`src/rtl/ts_whiten_pkg.sv`:
```
// Shared definitions for the transport stream randomizer.
// Assumes byte-wide processing; the kind enum classifies each accepted byte.
package ts_whiten_pkg;

    // Role of an accepted byte within the packet/group framing
    typedef enum logic [1:0] {
        KIND_PAYLOAD    = 2'd0,
        KIND_GROUP_SYNC = 2'd1,
        KIND_PLAIN_SYNC = 2'd2
    } byte_kind_e;

    localparam int BYTE_W = 8;

endpackage

```
`src/rtl/ts_pkt_tracker.sv`:
```
// Packet and group position tracker.
// Classifies each accepted byte as group-opening sync, plain sync or
// payload. A packet start is either strobed (start_in) or inferred when
// the byte counter wraps, so the block free-runs on unframed input.
// Assumes PKT_LEN >= 2 and GROUP_PKTS >= 2. Counters hold on idle cycles.
module ts_pkt_tracker #(
    parameter int PKT_LEN    = 188,
    parameter int GROUP_PKTS = 8
) (
    input  logic                     clk,
    input  logic                     rst_n,
    input  logic                     byte_vld,
    input  logic                     start_in,
    output ts_whiten_pkg::byte_kind_e kind,
    output logic                     pkt_head
);
    import ts_whiten_pkg::*;

    localparam int POS_W = (PKT_LEN > 2) ? $clog2(PKT_LEN) : 1;
    localparam int GRP_W = (GROUP_PKTS > 2) ? $clog2(GROUP_PKTS) : 1;
    localparam logic [POS_W-1:0] POS_LAST = POS_W'(PKT_LEN - 1);
    localparam logic [GRP_W-1:0] GRP_LAST = GRP_W'(GROUP_PKTS - 1);

    logic [POS_W-1:0] nxt_pos_q;
    logic [POS_W-1:0] cur_pos;
    logic [GRP_W-1:0] pkt_q;
    logic [GRP_W-1:0] cur_pkt;

    // Position and packet index of the byte currently on the input
    always_comb begin
        pkt_head = start_in || (nxt_pos_q == '0);
        cur_pos  = start_in ? '0 : nxt_pos_q;
        cur_pkt  = pkt_q;
        if (pkt_head) begin
            cur_pkt = (pkt_q == GRP_LAST) ? '0 : pkt_q + GRP_W'(1);
        end
    end

    // Classify the byte for the data path
    always_comb begin
        if (!pkt_head) begin
            kind = KIND_PAYLOAD;
        end else if (cur_pkt == '0) begin
            kind = KIND_GROUP_SYNC;
        end else begin
            kind = KIND_PLAIN_SYNC;
        end
    end

    // Advance counters on each accepted byte; reset makes the first byte open a group
    always_ff @(posedge clk) begin
        if (!rst_n) begin
            nxt_pos_q <= '0;
            pkt_q     <= GRP_LAST;
        end else if (byte_vld) begin
            nxt_pos_q <= (cur_pos == POS_LAST) ? '0 : cur_pos + POS_W'(1);
            pkt_q     <= cur_pkt;
        end
    end

endmodule

```
`src/rtl/ts_prbs_byte.sv`:
```
// Byte-parallel pseudo-random generator, two-tap Fibonacci form.
// Bit k-1 of state_q holds stage k. Each step: fb = stage TAP_A ^ stage
// TAP_B, shift toward higher stages, fb into stage 1. Eight (BYTE_W)
// steps are unrolled per advance; the first fb lands in the mask MSB.
// load has priority over advance and puts SEED into the register.
module ts_prbs_byte #(
    parameter int                  LFSR_LEN = 15,
    parameter int                  TAP_A    = 14,
    parameter int                  TAP_B    = 15,
    parameter int                  BYTE_W   = 8,
    parameter logic [LFSR_LEN-1:0] SEED     = 15'h00A9
) (
    input  logic                clk,
    input  logic                rst_n,
    input  logic                load,
    input  logic                advance,
    output logic [BYTE_W-1:0]   mask,
    output logic [LFSR_LEN-1:0] state_q
);
    logic [LFSR_LEN-1:0] chain [0:BYTE_W];
    logic [BYTE_W-1:0]   fb;

    assign chain[0] = state_q;

    // Unrolled single-bit steps, one per output bit
    for (genvar i = 0; i < BYTE_W; i++) begin : g_step
        assign fb[i]             = chain[i][TAP_A-1] ^ chain[i][TAP_B-1];
        assign chain[i+1]        = {chain[i][LFSR_LEN-2:0], fb[i]};
        assign mask[BYTE_W-1-i]  = fb[i];
    end

    // Register update: reload, step a byte, or hold
    always_ff @(posedge clk) begin
        if (!rst_n) begin
            state_q <= SEED;
        end else if (load) begin
            state_q <= SEED;
        end else if (advance) begin
            state_q <= chain[BYTE_W];
        end
    end

endmodule

```
`src/rtl/ts_out_stage.sv`:
```
// Output register of the randomizer: applies inversion, pass-through or
// mask XOR according to byte kind, and delays valid/start by one cycle.
// Assumes mask is the generator byte for the current state. Data holds
// while no byte is accepted.
module ts_out_stage #(
    parameter int BYTE_W = 8
) (
    input  logic                      clk,
    input  logic                      rst_n,
    input  logic                      vld,
    input  logic                      head,
    input  ts_whiten_pkg::byte_kind_e kind,
    input  logic [BYTE_W-1:0]         din,
    input  logic [BYTE_W-1:0]         mask,
    output logic                      out_valid,
    output logic                      out_start,
    output logic [BYTE_W-1:0]         out_data
);
    import ts_whiten_pkg::*;

    logic [BYTE_W-1:0] next_byte;

    // Per-kind byte transform
    always_comb begin
        case (kind)
            KIND_GROUP_SYNC: next_byte = ~din;
            KIND_PLAIN_SYNC: next_byte = din;
            default:         next_byte = din ^ mask;
        endcase
    end

    // One-cycle output register
    always_ff @(posedge clk) begin
        if (!rst_n) begin
            out_valid <= 1'b0;
            out_start <= 1'b0;
            out_data  <= '0;
        end else begin
            out_valid <= vld;
            out_start <= vld && head;
            if (vld) begin
                out_data <= next_byte;
            end
        end
    end

endmodule

```
`src/rtl/ts_whitener.sv`:
```
// Transport stream energy dispersal randomizer, top level.
// Tracks packet/group position, drives the byte-parallel generator
// (reload on group-opening sync, step on every other accepted byte) and
// registers the transformed byte. Fixed latency of one cycle.
// Assumes one byte per clock at most; framing strobe optional.
module ts_whitener #(
    parameter int                  PKT_LEN    = 188,
    parameter int                  GROUP_PKTS = 8,
    parameter int                  LFSR_LEN   = 15,
    parameter int                  TAP_A      = 14,
    parameter int                  TAP_B      = 15,
    parameter logic [LFSR_LEN-1:0] SEED       = 15'h00A9
) (
    input  logic       clk,
    input  logic       rst_n,
    input  logic       in_valid,
    input  logic       in_start,
    input  logic [7:0] in_data,
    output logic       out_valid,
    output logic       out_start,
    output logic [7:0] out_data
);
    import ts_whiten_pkg::*;

    byte_kind_e          kind;
    logic                pkt_head;
    logic                first_sync;
    logic                plain_sync;
    logic [BYTE_W-1:0]   prbs_mask;
    logic [LFSR_LEN-1:0] lfsr_q;

    ts_pkt_tracker #(
        .PKT_LEN    (PKT_LEN),
        .GROUP_PKTS (GROUP_PKTS)
    ) tracker_i (
        .clk      (clk),
        .rst_n    (rst_n),
        .byte_vld (in_valid),
        .start_in (in_start),
        .kind     (kind),
        .pkt_head (pkt_head)
    );

    // Decode byte role for generator control
    always_comb begin
        first_sync = (kind == KIND_GROUP_SYNC);
        plain_sync = (kind == KIND_PLAIN_SYNC);
    end

    ts_prbs_byte #(
        .LFSR_LEN (LFSR_LEN),
        .TAP_A    (TAP_A),
        .TAP_B    (TAP_B),
        .BYTE_W   (BYTE_W),
        .SEED     (SEED)
    ) prbs_i (
        .clk     (clk),
        .rst_n   (rst_n),
        .load    (in_valid && first_sync),
        .advance (in_valid && !first_sync),
        .mask    (prbs_mask),
        .state_q (lfsr_q)
    );

    ts_out_stage #(
        .BYTE_W (BYTE_W)
    ) out_i (
        .clk       (clk),
        .rst_n     (rst_n),
        .vld       (in_valid),
        .head      (pkt_head),
        .kind      (kind),
        .din       (in_data),
        .mask      (prbs_mask),
        .out_valid (out_valid),
        .out_start (out_start),
        .out_data  (out_data)
    );

endmodule

```
`config.mk`:
```
export PLATFORM = sky130hd
export DESIGN_NAME = ts_whitener
export DESIGN_NICKNAME = d
export VERILOG_FILES = /design/src/rtl/ts_whiten_pkg.sv /design/src/rtl/ts_pkt_tracker.sv /design/src/rtl/ts_prbs_byte.sv /design/src/rtl/ts_out_stage.sv /design/src/rtl/ts_whitener.sv
export SDC_FILE = /design/constraint.sdc
export NUM_CORES = 1
export LEC_CHECK = 0
export BUFFER_PORTS_ARGS = -buffer_cell sky130_fd_sc_hd__buf_2
export CORE_ASPECT_RATIO = 1.75
export CORE_UTILIZATION = 35
export DETAILED_ROUTE_END_ITERATION = 8
export PLACE_DENSITY_LB_ADDON = 0.2
export SLEW_MARGIN = 20
export SYNTH_ARGS = -nofsm -noshare
export SYNTH_HDL_FRONTEND = slang
export SYNTH_SLANG_ARGS = --single-unit
```
`constraint.sdc`:
```
create_clock -name clk -period 5.95 [get_ports clk]
set_input_delay 0.595 -clock clk [delete_from_list [all_inputs] [get_ports clk]]
set_output_delay 0.595 -clock clk [all_outputs]
set_load 0.02 [all_outputs]
```
==> results.cfg <==
[power]
share_comb_of_total_power = 0.218
pwr_density_cell_nw_per_um2 = 319
power.clock.fraction = 0.336
power.ir.vdd_worst_mv = 0.217
power.switching_fraction = 0.283
p_leak_nw = 0.728
seq_power_share = 0.446
power_switching_uw = 176
internal_cell_power_uw = 445

[yosys]
synth-main-ff-cell = dfxtp_1
synth_enable_flop_cells = 0
biggest_area_contributors_in_the_synthesized_netlist = dfxtp_1, xnor2_1, mux2i_1
yosys_warnings = 0
synth_top_cell_area_share = 0.418
mappedNetlistArea_um2 = 1730
postSynthAreaPerCell_um2 = 8.80
synth.largest_area_cell = dfxtp_1
yosysMostFrequentCell = dfxtp_1
synth.net_count = 211
post_synth_num_cell_types = 36
post_synth_most_frequent_cells = dfxtp_1, nand2_1, o21ai_0
seq_area_frac_synth = 0.418
synth_async_sr_flop_share = 0
synthesis_stage_register_bit_count = 36
syn_inst = 196

[worst_setup_path]
reg2reg_from = tracker_i.pkt_q[0]
critical_path_buf_inv_count = 0
crit_path_top_delay_cell = o21ai_1
worst-endpoint-required_ns = 6.13
worst_setup_path_end_kind = flip-flop
r2r_setup_slack_ns = 3.61
crit_path_start = tracker_i.pkt_q[0]
crit_start_category = flip-flop
path_class = flip-flop to flip-flop
crit_path_max_fanout = 11
critical_path.top_delay_family = compound AO/OA/AOI/OAI gates
worst-endpoint-arrival_ns = 2.52
timing.critical_path.cells = ha_1 > ha_1 > or3_1 > o21ai_1 > o2bb2ai_1 > and2_1
cpPeakStageDelay_ns = 0.61
critical-path-top-cell-by-count = ha_1

[placed_design]
dpl-instance-area_um2 = 1840
port_buffers = 21
dp_hpwl_um = 2610
dpl.cell_count = 256
place_congestion = 0.713

[detailed_routing]
viasPerCell = 5.36
drc_errors = 0
pre_repair_dr_iteration_count = 4
finalWirelength_um = 3660
routed_wire_length_per_instance_um = 13.8
vias = 1416
antenna_left = 0
drt-initial-drc-count = 48

[min_path]
hold_start = prbs_i.state_q[0]
worst_hold_path_type = flip-flop to flip-flop

[cts]
post_cts_buffers = 0
cts.path.max_buffers = 2
holdBufCountCts = 0
clk-insertion-delay-late_ns = 0.29
post_cts_resized = 0
clk_root_buffer_cell = clkbuf_8
clock_tree.htree_level_count = 2
tritoncts = yes
clkTransAtPathRegs_ns = 0.07
clock-sinks = 36
cts_made_buffers = 5

[die]
die_area_um2 = 5230
design.core.area_um2 = 4710
placement_rows = 33
design.portCount = 22
die_height_um = 94.9
start_util = 0.367
die_x_um = 55.1

[global_route]
first_global_vias = 1326
grt-ovfl-total = 0
grt_usage = 0.159
grt_first_pass_wirelength_um = 5880
grt_antenna_before_repair = 0
grt_start_max_net_pins = 43

[timing]
finalHoldViolations = 0
part_of_the_cycle_the_worst_path_needs = 0.393
maxSlewHeadroom = 0.525
timing.clock.skew_ns = 0.00601
rsz0062_at_grt = no
time_the_final_worst_path_needs_with_i_o_delays_and_setup_ns = 2.34
timing.fmax_mhz = 428
worst_pin_slew_ns = 0.712
setup-violations-final = 0
number_of_max_slew_violations_in_the_final_report = 0
setup_total_negative_slack_ns = 0

[layout]
final_cell_count_no_fill = 264
drive_above_1_share = 0.146
fillerInstances = 500
antenna_cells = 0
fin_nets = 226
area_growth_syn_to_layout_pct = 12.7
final_area_um2 = 1940

[flow_run]
timing.max_cap.violations = 0

[outcome]
run_status = finished clean
-- final cells by class --
class                   instances  area, um2  area share
clock inverters                 2       35.0      0.0180
flip-flops and latches         36        721       0.371
clock buffers                   6       72.6      0.0373
well taps                      52       65.1      0.0335
multi-input cells             142        927       0.477
inverters                       5       18.8     0.00965
repair buffers                 21        105      0.0541
-- cells in the final DEF (no fill, tap or decap) --
master	netlist	routed
nor4_2	2	2
o21ai_1	1	1
nand2_1	19	19
or3b_1	1	1
a21oi_1	12	12
buf_2	2	21
ha_1	3	3
o21ai_0	17	17
o211ai_1	1	1
and2_1	7	7
a21boi_0	3	3
inv_1	4	4
clkbuf_8	0	5
o22ai_1	4	4
o21a_1	1	1
mux2i_1	12	12
a21oi_2	1	1
xnor2_1	16	16
nand2b_1	3	3
clkinv_2	0	1
nand4b_1	1	1
nand4_1	2	2
or3_1	1	1
o2bb2ai_1	5	5
a32oi_1	1	1
nor3b_1	1	1
nor2_1	6	6
bufinv_16	0	1
clkinv_1	1	1
clkbuf_1	9	1
nor4_1	1	1
nand3_1	9	9
nor2b_1	6	6
o31ai_1	3	3
dfxtp_1	36	36
nor3_1	2	2
o31a_1	1	1
-- worst paths after layout --
path | to | depth (start not counted)
worst min register to register | prbs_i.state_q[8] | 2
worst max register to register | prbs_i.state_q[4] | 6
worst max-delay path | prbs_i.state_q[4] | 6
worst min-delay path | prbs_i.state_q[8] | 2
-- cell families after synthesis --
family,share of synthesized area
XOR/XNOR,0.0812
flip-flops,0.418
AND/OR/NAND/NOR,0.188
adder cells (fa/ha/maj),0.0218
buffers and inverters,0.0450
multiplexers,0.0696
AO/OA/AOI/OAI,0.177
-- worst min-delay path: cells and delay by family, from the launching register on --
kind	cells	cell delay (ns)
simple gates	1	0.05
compound gates	1	0.05
flops	1	0.31
-- flip-flops by register name (all words and copies together) (netlist names) --
signal               flops
out_i.out_data           8
out_i.out_start          1
out_i.out_valid          1
prbs_i.state_q          15
tracker_i.pkt_q          3
tracker_i.nxt_pos_q      8
-- layer usage --
layer,part of all wire,GRT usage
met3,0.024,0.0338
met1,0.40,0.159
met4,0.027,0.0750
met5,0,0
met2,0.55,0.291
-- metrics by stage --
stage                     setup slack (ns)  power (mW)  utilization  hold WS, ns
after floorplan                       3.95       0.388            -        0.436
after global placement                3.60       0.420        0.390        0.443
after detailed placement              3.61       0.420        0.390        0.451
after CTS                             3.61       0.632        0.413        0.461
after global routing                  3.44       0.658        0.413        0.499
final                                 3.61       0.621        0.413        0.461
-- power by group through the flow --
stage / sequential [mW] / combinational (mW) / clock (mW)
6_report: 0.277 / 0.135 / 0.209
5_1_grt: 0.280 / 0.153 / 0.225
4_1_cts: 0.277 / 0.138 / 0.216
3_5_place_dp: 0.283 / 0.138 / 0
3_3_place_gp: 0.283 / 0.137 / 0
2_1_floorplan: 0.291 / 0.0978 / 0
(Power assumes the default switching activity.)
